$ cat config.mk
export PLATFORM = sky130hd
export DESIGN_NAME = mv_refine_top
export DESIGN_NICKNAME = d
export VERILOG_FILES = /design/src/rtl/mvr_pkg.sv /design/src/rtl/mvr_cand_gen.sv /design/src/rtl/mvr_best_track.sv /design/src/rtl/mvr_ctrl.sv /design/src/rtl/mv_refine_top.sv
export SDC_FILE = /design/constraint.sdc
export NUM_CORES = 1
export LEC_CHECK = 0
export ABC_CLOCK_PERIOD_IN_PS = 9200
export BUFFER_PORTS_ARGS = -buffer_cell sky130_fd_sc_hd__buf_4
export CAP_MARGIN = 5
export CELL_PAD_IN_SITES_DETAIL_PLACEMENT = 1
export CELL_PAD_IN_SITES_GLOBAL_PLACEMENT = 2
export CORE_MARGIN = 1
export CORE_UTILIZATION = 36
export CTS_BUF_LIST = sky130_fd_sc_hd__clkbuf_4
export DETAILED_ROUTE_END_ITERATION = 12
export GPL_TIMING_DRIVEN = 0
export PLACE_DENSITY_LB_ADDON = 0.1
export SETUP_SLACK_MARGIN = 0.2
export SKIP_LAST_GASP = 1
export SYNTH_ARGS = -nofsm -noshare
export SYNTH_HDL_FRONTEND = slang
export SYNTH_SLANG_ARGS = --single-unit
$ cat constraint.sdc
create_clock -name clk -period 9.2 [get_ports clk]
set_input_delay 0.92 -clock clk [delete_from_list [all_inputs] [get_ports clk]]
set_output_delay 0.92 -clock clk [all_outputs]
set_load 0.01 [all_outputs]
$ cat src/rtl/mvr_pkg.sv
package mvr_pkg;

    localparam int MV_W   = 8;
    localparam int COST_W = 16;

    typedef logic signed [MV_W-1:0] mv_comp_t;
    typedef logic signed [MV_W:0]   mv_wide_t;
    typedef logic [COST_W-1:0]      cost_t;

    typedef struct packed {
        mv_comp_t x;
        mv_comp_t y;
    } mv_t;

    // candidate slot within one run, in issue order
    typedef enum logic [2:0] {
        PH_INC  = 3'd0,
        PH_PRED = 3'd1,
        PH_UP   = 3'd2,
        PH_DN   = 3'd3,
        PH_LT   = 3'd4,
        PH_RT   = 3'd5
    } phase_e;

    typedef enum logic [2:0] {
        ST_IDLE  = 3'd0,
        ST_ISSUE = 3'd1,
        ST_WAIT  = 3'd2,
        ST_SEED  = 3'd3,
        ST_DONE  = 3'd4
    } state_e;

    function automatic mv_wide_t widen(input mv_comp_t c);
        return {c[MV_W-1], c};
    endfunction

    function automatic mv_comp_t clamp_comp(input mv_wide_t v, input mv_wide_t lim);
        mv_wide_t neg_lim;
        mv_wide_t res;
        neg_lim = -lim;
        if (v > lim)
            res = lim;
        else if (v < neg_lim)
            res = neg_lim;
        else
            res = v;
        return res[MV_W-1:0];
    endfunction

    function automatic mv_t clamp_mv(input mv_wide_t vx, input mv_wide_t vy,
                                     input mv_wide_t lim);
        mv_t r;
        r.x = clamp_comp(vx, lim);
        r.y = clamp_comp(vy, lim);
        return r;
    endfunction

endpackage

$ cat src/rtl/mvr_cand_gen.sv
module mvr_cand_gen
    import mvr_pkg::*;
#(
    parameter int MV_LIM = 64
) (
    input  phase_e phase,
    input  mv_t    inc_mv,
    input  mv_t    pred_mv,
    input  mv_t    centre_mv,
    output mv_t    cand_mv
);

    localparam mv_wide_t LIM = mv_wide_t'(MV_LIM);

    mv_wide_t raw_x;
    mv_wide_t raw_y;
    mv_wide_t cx;
    mv_wide_t cy;

    assign cx = widen(centre_mv.x);
    assign cy = widen(centre_mv.y);

    always_comb begin
        unique case (phase)
            PH_INC: begin
                raw_x = widen(inc_mv.x);
                raw_y = widen(inc_mv.y);
            end
            PH_PRED: begin
                raw_x = widen(pred_mv.x);
                raw_y = widen(pred_mv.y);
            end
            PH_UP: begin
                raw_x = cx;
                raw_y = cy - mv_wide_t'(1);
            end
            PH_DN: begin
                raw_x = cx;
                raw_y = cy + mv_wide_t'(1);
            end
            PH_LT: begin
                raw_x = cx - mv_wide_t'(1);
                raw_y = cy;
            end
            PH_RT: begin
                raw_x = cx + mv_wide_t'(1);
                raw_y = cy;
            end
            default: begin
                raw_x = cx;
                raw_y = cy;
            end
        endcase
    end

    assign cand_mv = clamp_mv(raw_x, raw_y, LIM);

endmodule

$ cat src/rtl/mvr_best_track.sv
module mvr_best_track
    import mvr_pkg::*;
(
    input  logic  clk,
    input  logic  rst,
    input  logic  load,
    input  logic  offer,
    input  mv_t   cand_mv,
    input  cost_t cand_cost,
    output mv_t   best_mv,
    output cost_t best_cost
);

    logic better;

    // strictly lower only: an equal cost keeps the earlier holder
    assign better = offer && (cand_cost < best_cost);

    always_ff @(posedge clk) begin
        if (rst) begin
            best_mv   <= '0;
            best_cost <= '0;
        end else if (load || better) begin
            best_mv   <= cand_mv;
            best_cost <= cand_cost;
        end
    end

endmodule

$ cat src/rtl/mvr_ctrl.sv
module mvr_ctrl
    import mvr_pkg::*;
(
    input  logic   clk,
    input  logic   rst,
    input  logic   start,
    input  logic   pred_ok,
    input  logic   cand_ready,
    input  logic   cost_valid,
    output phase_e phase,
    output logic   capture,
    output logic   cand_valid,
    output logic   load,
    output logic   offer,
    output logic   seed_en,
    output logic   busy,
    output logic   done
);

    state_e state;
    state_e state_nx;
    phase_e phase_nx;
    logic   cost_take;

    assign capture    = start && (state == ST_IDLE);
    assign cand_valid = (state == ST_ISSUE);
    assign cost_take  = (state == ST_WAIT) && cost_valid;
    assign load       = cost_take && (phase == PH_INC);
    assign offer      = cost_take && (phase != PH_INC);
    assign seed_en    = (state == ST_SEED);
    assign busy       = (state != ST_IDLE);
    assign done       = (state == ST_DONE);

    always_comb begin
        state_nx = state;
        phase_nx = phase;
        unique case (state)
            ST_IDLE: begin
                if (start) begin
                    state_nx = ST_ISSUE;
                    phase_nx = PH_INC;
                end
            end
            ST_ISSUE: begin
                if (cand_ready)
                    state_nx = ST_WAIT;
            end
            ST_WAIT: begin
                if (cost_valid) begin
                    unique case (phase)
                        PH_INC: begin
                            if (pred_ok) begin
                                phase_nx = PH_PRED;
                                state_nx = ST_ISSUE;
                            end else begin
                                state_nx = ST_SEED;
                            end
                        end
                        PH_PRED: state_nx = ST_SEED;
                        PH_UP: begin
                            phase_nx = PH_DN;
                            state_nx = ST_ISSUE;
                        end
                        PH_DN: begin
                            phase_nx = PH_LT;
                            state_nx = ST_ISSUE;
                        end
                        PH_LT: begin
                            phase_nx = PH_RT;
                            state_nx = ST_ISSUE;
                        end
                        default: state_nx = ST_DONE;
                    endcase
                end
            end
            ST_SEED: begin
                phase_nx = PH_UP;
                state_nx = ST_ISSUE;
            end
            ST_DONE: state_nx = ST_IDLE;
            default: state_nx = ST_IDLE;
        endcase
    end

    always_ff @(posedge clk) begin
        if (rst) begin
            state <= ST_IDLE;
            phase <= PH_INC;
        end else begin
            state <= state_nx;
            phase <= phase_nx;
        end
    end

endmodule

$ cat src/rtl/mv_refine_top.sv
module mv_refine_top
    import mvr_pkg::*;
#(
    parameter int MV_LIM = 64
) (
    input  logic                    clk,
    input  logic                    rst,
    input  logic                    start,
    input  logic signed [MV_W-1:0]  inc_x,
    input  logic signed [MV_W-1:0]  inc_y,
    input  logic signed [MV_W-1:0]  pred_x,
    input  logic signed [MV_W-1:0]  pred_y,
    input  logic                    pred_ok,
    output logic                    busy,
    output logic                    cand_valid,
    input  logic                    cand_ready,
    output logic signed [MV_W-1:0]  cand_x,
    output logic signed [MV_W-1:0]  cand_y,
    input  logic                    cost_valid,
    input  logic [COST_W-1:0]       cost_in,
    output logic                    done,
    output logic signed [MV_W-1:0]  best_x,
    output logic signed [MV_W-1:0]  best_y,
    output logic [COST_W-1:0]       best_cost
);

    phase_e phase;
    logic   capture;
    logic   load;
    logic   offer;
    logic   seed_en;
    logic   ok_q;
    mv_t    inc_q;
    mv_t    pred_q;
    mv_t    centre_q;
    mv_t    cand_mv;
    mv_t    best_mv;
    cost_t  best_c;

    always_ff @(posedge clk) begin
        if (rst) begin
            inc_q  <= '0;
            pred_q <= '0;
            ok_q   <= 1'b0;
        end else if (capture) begin
            inc_q  <= '{x: inc_x,  y: inc_y};
            pred_q <= '{x: pred_x, y: pred_y};
            ok_q   <= pred_ok;
        end
    end

    // the winner of the seed comparison becomes the cross centre
    always_ff @(posedge clk) begin
        if (rst)
            centre_q <= '0;
        else if (seed_en)
            centre_q <= best_mv;
    end

    mvr_ctrl u_ctrl (
        .clk        (clk),
        .rst        (rst),
        .start      (start),
        .pred_ok    (ok_q),
        .cand_ready (cand_ready),
        .cost_valid (cost_valid),
        .phase      (phase),
        .capture    (capture),
        .cand_valid (cand_valid),
        .load       (load),
        .offer      (offer),
        .seed_en    (seed_en),
        .busy       (busy),
        .done       (done)
    );

    mvr_cand_gen #(
        .MV_LIM (MV_LIM)
    ) u_gen (
        .phase     (phase),
        .inc_mv    (inc_q),
        .pred_mv   (pred_q),
        .centre_mv (centre_q),
        .cand_mv   (cand_mv)
    );

    mvr_best_track u_best (
        .clk       (clk),
        .rst       (rst),
        .load      (load),
        .offer     (offer),
        .cand_mv   (cand_mv),
        .cand_cost (cost_in),
        .best_mv   (best_mv),
        .best_cost (best_c)
    );

    assign cand_x    = cand_mv.x;
    assign cand_y    = cand_mv.y;
    assign best_x    = best_mv.x;
    assign best_y    = best_mv.y;
    assign best_cost = best_c;

endmodule

==> flow_metrics.tcl <==
set metrics [dict create \
    outcome "finished, final reports clean" \
    p_per_area_nw_per_um2 139 \
    synth_cell_types 69 \
    worst_pin_slew_ns 1.22 \
    wire_per_inst_um 17.3 \
    dp_hpwl_um 12600 \
    fmax_ghz 0.198 \
    met2_wirelength_um 7460 \
    p_leak_uw 0.00275 \
    yosys.area.top_type "dfxtp_1" \
    fin_setup_tns_ns 0 \
    antenna_found_initial 0 \
    drt-pass1-iter-count 5 \
    setup-violations-final 0 \
    grt_usage_pct 22.5 \
    drt-vias-per-instance 5.27 \
    portBuffers 104 \
    gr-total-overflow 0 \
    worstSetupPathType "register to primary output" \
    yosys_most_used_dff "dfxtp_1" \
    synth-edff-count 0 \
    dieHeight_um 122 \
    cts_tree "done" \
    highest_layer "met4" \
    p_sw_share_pct 31.5 \
    critPathRequiredTime_ns 8.28 \
    final_cell_mix "nand2_1, buf_4, dfxtp_1" \
    fin_skew_ns 0.0274 \
    startpoint_type "register" \
    drt-total-wl_um 16000 \
    postCtsSetupRepairBufs 0 \
    cp-end-kind "primary output" \
    final_max_slew_viol_count 0 \
    ctsHoldBuffers 0 \
    root_buffer "clkbuf_4" \
    syn_area_per_cell_sq_um 8.25 \
    drc 0 \
    hp-class "register to register" \
    synth_cells 624 \
    combPwrFrac_pct 24.8 \
    worstPathArrival_ns 4.14 \
    synth_area_sq_um 5150 \
    dieArea_sq_um 14800 \
    fin_crit_sh_pct 55.0 \
    initial_utilization_pct 36.9 \
    power_frac_seq_pct 46.5 \
    grt_max_degree 14 \
    min_period_ns 5.06 \
    core_sq_um 13900 \
    cts.htree.levels 3 \
    crit_fanout 10 \
    maxCapViolations 0 \
    first_iter_violations 151 \
    diodes 0 \
    synth_top_area_share_pct 33.8 \
    async_reset_ff_share_pct 0 \
    cts.path.max_buffers 2 \
    cts_resized 0 \
    syn2layout_area_growth_pct 22.5 \
    io_pins 105 \
    whs_ns 0.464 \
    grt_pass1_wl_um 25500 \
    grt_pass1_vias 4911 \
    clock_sinks 87 \
    wl_met3_um 530 \
    numCtsBuffers 9 \
    ir_drop_mv 0.0569 \
    synth_nets 711 \
    synth_area_leaders "dfxtp_1, nand2_1, ha_1" \
    yosysSeqAreaShare_pct 33.8 \
    final_nets 826 \
    p_int_uw 599 \
    floorplan.rows 43 \
    final_common_cell "nand2_1" \
    clk_pin_slew_ns 0.13 \
    p_clk_share_pct 28.7 \
    worstSkewPairLatency_ns 0.47 \
    max_slew_margin_pct 18.3 \
    yosysWarnings 0 \
    postRouteAntennaNets 0 \
    synth_seq_cells 87 \
    p_sw_uw 276 \
    drive_gt1_share_pct 22.7 \
    rsz0062_at_grt "false" \
    via_count 4863 \
    die_w_um 122 \
    wl_met1_um 7760 \
    finalHoldViolCount 0 \
    place.gp.congestion 0.863 \
]
==> routing by layer <==
layer / GRT usage, % / vias up
met1: 30.9 / 2347
met2: 36.0 / 83
met5: 0 / -
li1: - / 2415
met4: 6.87 / 0
met3: 3.70 / 18
==> cells in the mapped netlist (all sizes together) (6+ instances only) <==
master    n
o21ai    18
ha       31
a211oi    8
a21oi    72
inv      29
o41ai    10
clkbuf   21
nand3b   14
nand2   120
or2       6
buf      15
o211ai    6
mux2i    35
nor2     49
mux2      6
nand3     6
nor3     15
dfxtp    87
==> worst paths after layout <==
check	from	endpoint	slack, ns	cells after the start
hold reg to reg	pred_q[6]	pred_q[6]	0.46	2
hold / removal	pred_q[6]	pred_q[6]	0.46	2
setup reg to reg	u_ctrl.phase[0]	u_best.best_mv[9]	5.53	12
setup / recovery	u_ctrl.phase[0]	cand_x[2]	4.14	13
==> power by group through the flow <==
stage               combinational, uW  sequential, uW  clock, uW
floorplan                         133             414          0
global placement                  214             415          0
detailed placement                219             416          0
CTS                               220             407        259
global route                      240             409        276
finish                            217             407        251
==> state kept, by name (all words and copies together), names as in the netlist <==
signal	cells
pred_q	16
inc_q	16
centre_q	16
ok_q	1
u_best.best_mv	16
u_ctrl.phase	3
u_best.best_cost	16
u_ctrl.state	3
==> critical path, stage by stage (launching register included) <==
cell,delay [ns]
dfxtp_1,0.34
buf_6,0.13
buf_6,0.17
buf_2,0.28
nand2_1,0.33
ha_1,0.40
a211oi_2,0.34
o21ai_1,0.15
a31oi_1,0.21
mux2i_1,0.56
nor3_4,0.12
nor3_4,0.38
nor2_1,0.10
buf_4,0.16
==> final cells by class <==
cell class / instances / area [sq um]
Tap cell: 180 / 225
Clock inverter: 4 / 71.3
Clock buffer: 11 / 82.6
Inverter: 29 / 109
Buffer: 36 / 180
Timing Repair Buffer: 104 / 781
Sequential cell: 87 / 1740
Fill cell: 1700 / 7630
Multi-Input combinational cell: 472 / 3120
==> logic make-up after synthesis <==
family	share of synthesized area [%]
muxes	8.12
AOI/OAI and AO/OA	19.7
adders and majority gates	8.31
DFF	33.8
and+or+nand+nor	24.0
xor gates and xnor gates	0.340
buffers and inverters	5.62
==> per-stage QoR <==
step	utilization [%]	worst slack, ns	area [sq um]	power (uW)	cells
5_1_grt	45.3	3.86	6310	925	923
4_1_cts	45.3	4.08	6310	886	923
3_5_place_dp	44.2	4.60	6150	634	908
6_report	45.3	4.14	6310	875	923
2_1_floorplan	-	5.35	5150	546	624
3_3_place_gp	44.2	4.66	6150	629	908
Power figures use the tool's default switching activity.
